### config.mk
export PLATFORM = sky130hd
export DESIGN_NAME = mbus_regif
export DESIGN_NICKNAME = d
export VERILOG_FILES = /design/src/rtl/mbus_regif.sv
export SDC_FILE = /design/constraint.sdc
export NUM_CORES = 1
export LEC_CHECK = 0
export ABC_CLOCK_PERIOD_IN_PS = 1900
export CAP_MARGIN = 30
export CORE_MARGIN = 1
export CORE_UTILIZATION = 48
export DETAILED_ROUTE_END_ITERATION = 16
export PLACE_DENSITY = 0.9
export SETUP_SLACK_MARGIN = 0.05
export SYNTH_ARGS = -nofsm -noshare
export SYNTH_HDL_FRONTEND = slang
export SYNTH_SLANG_ARGS = --single-unit
### constraint.sdc
create_clock -name clk -period 1.9 [get_ports clk]
set_input_delay 0.38 -clock clk [delete_from_list [all_inputs] [get_ports clk]]
set_output_delay 0.38 -clock clk [all_outputs]
set_load 0.05 [all_outputs]
### src/rtl/mbus_regif.sv
module mbus_regif #(
  parameter int DW         = 8,
  parameter int AW         = 3,
  parameter int DET_W      = 8,
  parameter int CLKSEL_BIT = 7
) (
  input  logic          clk,
  input  logic          rst,
  input  logic          ale_i,
  input  logic          cs_n_i,
  input  logic          rd_n_i,
  input  logic          wr_n_i,
  input  logic [DW-1:0] ad_i,
  output logic [DW-1:0] ad_o,
  output logic          ad_oe_o,
  input  logic [DET_W-1:0] det_pulse_i,
  output logic          irq_n_o,
  output logic [DW-1:0] ctl0_o,
  output logic [DW-1:0] ctl1_o,
  output logic [DW-1:0] tone_o,
  output logic          clk_sel_o
);

  localparam logic [AW-1:0] A_CTL0 = AW'(0);
  localparam logic [AW-1:0] A_CTL1 = AW'(1);
  localparam logic [AW-1:0] A_DET  = AW'(2);
  localparam logic [AW-1:0] A_TONE = AW'(3);
  localparam logic [2:0]    IDLE   = 3'b110;

  logic [2:0] s1, s2, s3;
  logic [AW-1:0] addr_q;
  logic sel_q;
  logic [DET_W-1:0] flags_q;
  logic irq_q;
  logic [DW-1:0] c0_q, c1_q, tn_q;

  always_ff @(posedge clk) begin
    if (rst) begin
      s1 <= IDLE;
      s2 <= IDLE;
      s3 <= IDLE;
    end else begin
      s1 <= {wr_n_i, rd_n_i, ale_i};
      s2 <= s1;
      s3 <= s2;
    end
  end

  wire ale_fall = s3[0] & ~s2[0];
  wire rd_rise  = s2[1] & ~s3[1];
  wire wr_rise  = s2[2] & ~s3[2];
  wire rd_act   = ~s2[1];
  wire wr_en    = wr_rise & sel_q;
  wire det_clr  = rd_rise & sel_q & (addr_q == A_DET);

  always_ff @(posedge clk) begin
    if (rst) begin
      addr_q <= '0;
      sel_q  <= 1'b0;
    end else if (ale_fall) begin
      addr_q <= ad_i[AW-1:0];
      sel_q  <= ~cs_n_i;
    end
  end

  always_ff @(posedge clk) begin
    if (rst) begin
      c0_q <= '0;
      c1_q <= '0;
      tn_q <= '0;
    end else if (wr_en) begin
      if (addr_q == A_CTL0) c0_q <= ad_i;
      if (addr_q == A_CTL1) c1_q <= ad_i;
      if (addr_q == A_TONE) tn_q <= ad_i;
    end
  end

  always_ff @(posedge clk) begin
    if (rst) begin
      flags_q <= '0;
      irq_q   <= 1'b0;
    end else begin
      flags_q <= (det_clr ? '0 : flags_q) | det_pulse_i;
      irq_q   <= (det_clr ? 1'b0 : irq_q) | (|det_pulse_i);
    end
  end

  always_comb begin
    case (addr_q)
      A_CTL0:  ad_o = c0_q;
      A_CTL1:  ad_o = c1_q;
      A_DET:   ad_o = DW'(flags_q);
      A_TONE:  ad_o = tn_q;
      default: ad_o = '0;
    endcase
  end

  assign ad_oe_o   = rd_act & sel_q;
  assign irq_n_o   = ~irq_q;
  assign ctl0_o    = c0_q;
  assign ctl1_o    = c1_q;
  assign tone_o    = tn_q;
  assign clk_sel_o = c1_q[CLKSEL_BIT];

endmodule


==> run_results.csv <==
group,metric,value,unit
outcome,status,"complete, but fails checks",
outcome,violations,"setup timing",
yosys,syn_avg_cell_area,10.93,um^2
final_layout,diodes,0,
clocking,cts_buffers,5,
yosys,yosys-top-cells-area,"dfxtp_1 44%, mux2i_1 13%, nand2b_1 12%, mux4_2 5.4%, mux4_1 3.8%",
power,switchingPower,406.4,uW
final_layout,fin_nets,271,
yosys,synth_area,2088,um^2
clocking,hold_buffers,0,
yosys,ys_ff_latch,46,
drt,drcViolationCount,0,
floorplan,start_util,0.5110,
yosys,yosysWarnings,0,
yosys,syn_inst,191,
clocking,clk_path_buf_depth,2,
clocking,clock_tree.root_cell,"clkbuf_8",
global_routing,use_met1,0.2734,
timing,hold_viol,0,
power,leakage,1.287,nW
yosys,syn_nets,213,
drt,wl_per_cell,14.54,um
drt,antenna_left,0,
global_routing,grt_pass1_vias,1412,
global_routing,antenna_found_initial,0,
critical_path,worst-setup-path-type,"reg2out",
yosys,synthAdderAreaFrac,0,
power,pwr-share-seq,0.577,
yosys,synth_cell_types,28,
clocking,clock_latency,0.30,ns
yosys,ys_seq_area_frac,0.4410,
critical_path,critPathBufInv,2,
drt,drt_pass1_iterations,4,
timing,rsz0062_at_grt,"yes",
yosys,yosysTopAreaCell,"dfxtp_1",
global_routing,grtUsageMet2,0.3248,
final_layout,area_delta_synth_final,35.77,%
drt,routed_wl,4347,um
critical_path,cp-end-kind,"output port",
drt,via_count,1538,
place,hpwlAfterDp,3082,um
floorplan,die_w,67.96,um
timing,setup_ws,-0.06343,ns
place,place_congestion,0.7493,
timing,fin_skew,0.005416,ns
clocking,cts.sink_count,46,
timing,tightest_slew,0.4994,ns
power,pwr_density_cell,613.4,nW/um^2
floorplan,num_rows,23,
yosys,synthDominantCellAreaShare,0.4410,
global_routing,grt_pass1_wl,6824,um
critical_path,crit_path_cell_trace,"buf_8 -> mux4_2 -> nor2b_4 -> buf_6",
yosys,synth_xor_area_frac,0,
yosys,synth_top_family_by_area,"simple AND/OR/NAND/NOR gates",
critical_path,crit_fanout,6,
timing,report.final.slew_viol_count,0,
power,swShare,0.2337,
power,vdd.ir_drop.worst,431.3,uV
power,clkPwrFrac,0.326,
timing,fmax,509.3,MHz
power,p_int,1.333,mW
final_layout,drive_gt1_frac,0.2651,
job,cap_violations,0,
global_routing,met3_usage,0.04000,
yosys,synth-edff-count,0,
clocking,cts_tree,"done",
clocking,cts.clk_slew.worst_paths,0.08,ns
global_routing,busiest_layer,"met2",
timing,relSlewSlack,0.6666,
critical_path,r2r_setup_slack,0.44,ns
drt,drtIter0Drc,74,
critical_path,worstPathArrival,1.58,ns
floorplan,dieArea,4619,um^2
critical_path,start_kind,"flop",
yosys,synth-simple-area-share,0.2421,
final_layout,regArea,924.6,um^2
floorplan,core-area,4086,um^2
critical_path,cp.required,1.52,ns
critical_path,critical_path.slowest_cell,"mux4_2",
final_layout,multiInputGateArea,1089,um^2
power,comb_power_share,0.097,
power,p_total,1.739,mW
timing,fin_crit,1.963,ns
hold_path,min_path_type,"reg2reg",
place,port_buffers,56,
timing,finalCritPeriodShare,1.033,
critical_path,crit_family,"multiplexers",
global_routing,grt.overflow.total,0,
yosys,synth_mux_area_frac,0.2211,
drt,routed_via_density,5.144,
yosys,synth-compound-area-share,0.03475,
floorplan,ios,57,
global_routing,grt.total_usage,0.2080,
final_layout,fillCellCount,311,
timing,setup_violations,8,
global_routing,grt_max_degree,64,
timing,holdWs,0.4117,ns
floorplan,die_y,67.96,um
clocking,htree_levels,2,
critical_path,crit_path_max_incr_delay,0.50,ns
yosys,synth-main-ff-cell,"dfxtp_1",
yosys,async_flop_share,0,
## worst register-to-register path: cells and delay by family, from the launching register on
kind	cells	cell delay, ns
compound gates	1	0.16
buf+inv	1	0.19
flops	1	0.33
simple gates	2	0.66
## path summary, 6_finish.rpt
path / startpoint / endpoint / cells after the start
min reg2reg: s1[2] / s2[2] / 1
min: s1[2] / s2[2] / 1
max reg2reg: addr_q[2] / flags_q[2] / 4
max: addr_q[1] / ad_o[5] / 4
## logic make-up after synthesis
| kind of cell | after synthesis |
|---|---|
| multiplexers | 35 |
| AND/OR/NAND/NOR | 75 |
| flip-flops | 46 |
| buffers and inverters | 24 |
| AO/OA/AOI/OAI | 11 |
## stage by stage
stage          setup WS, ns  setup TNS, ns  utilization  instances  cell area [um^2]
4_1_cts            -0.09323        -0.5464       0.6898        298              2819
3_3_place_gp         0.1273              0       0.6577        290              2688
6_report           -0.06343        -0.4045       0.6938        299              2835
2_1_floorplan       0.09680              0            -        191              2108
3_5_place_dp         0.1125              0       0.6577        290              2688
5_1_grt             -0.1037        -0.7699       0.6938        299              2835
## synthesized netlist by cell type (all sizes together) (2+ instances only)
cell type and count:
dfxtp 46, nor2 5, mux2i 27, nand2 2, clkbuf 6, or2 7, nand2b 41, mux4 8
o22ai 8, nor2b 12, buf 9, inv 9
## power groups by stage
stage | combinational [mW] | sequential, mW | clock, mW
finish | 0.169 | 1.00 | 0.567
detailed placement | 0.163 | 1.03 | 0
CTS | 0.169 | 1.00 | 0.575
floorplan | 0.0903 | 1.02 | 0
global route | 0.181 | 1.01 | 0.614
global placement | 0.162 | 1.03 | 0
## cell type report
type,instances,share of cell area
Timing Repair Buffer,66,0.2282
Multi-Input combinational cell,121,0.3839
Clock buffer,5,0.02427
Clock inverter,2,0.003530
Inverter,9,0.01192
Sequential cell,46,0.3261
Tap cell,50,0.02207
## flip-flops by register name (all words and copies together) (netlist names)
register / cells
addr_q: 3
ctl0_o: 8
ctl1_o: 8
flags_q: 8
irq_q: 1
s1: 3
s2: 3
s3: 3
sel_q: 1
tone_o: 8
## layout by cell type, fill, tap and decap left out
| cell type | synthesis | final |
|---|---|---|
| buf_8 | 0 | 1 |
| nand3b_1 | 1 | 1 |
| dlymetal6s2s_1 | 0 | 1 |
| nand2_1 | 2 | 2 |
| buf_4 | 1 | 17 |
| clkinv_2 | 0 | 2 |
| a41o_1 | 1 | 1 |
| nor2b_4 | 0 | 8 |
| and3_1 | 1 | 1 |
| dlygate4sd2_1 | 0 | 15 |
| nor2b_1 | 12 | 4 |
| dfxtp_1 | 46 | 45 |
| inv_1 | 9 | 9 |
| nor2_1 | 4 | 4 |
| nor3b_4 | 1 | 1 |
| clkbuf_8 | 0 | 5 |
| dfxtp_4 | 0 | 1 |
| nor4_1 | 1 | 1 |
| or2_2 | 7 | 7 |
| clkdlybuf4s50_1 | 0 | 21 |
| nand3_2 | 1 | 1 |
| mux4_2 | 5 | 8 |
| nand2b_1 | 41 | 41 |
| o22ai_1 | 8 | 8 |
| and4bb_4 | 1 | 1 |
| buf_6 | 4 | 8 |
| a21oi_1 | 1 | 1 |
| o31ai_1 | 1 | 1 |
| mux2i_1 | 27 | 27 |
| buf_12 | 0 | 3 |
| and2_4 | 1 | 1 |
| nand4bb_4 | 1 | 1 |
| nor2_2 | 1 | 1 |
## layer usage
metal,wire [um],part of all wire
met5,0,0
met4,67,0.015
met3,174,0.040
met2,2131,0.49
met1,1974,0.45
## what timing repair did
item | 4_1_cts | 5_1_grt
gates resized for setup | 36 | 3
buffers inserted | 1 | 1
endpoints found under the setup margin | 22 | 9
Power figures use the tool's default switching activity.
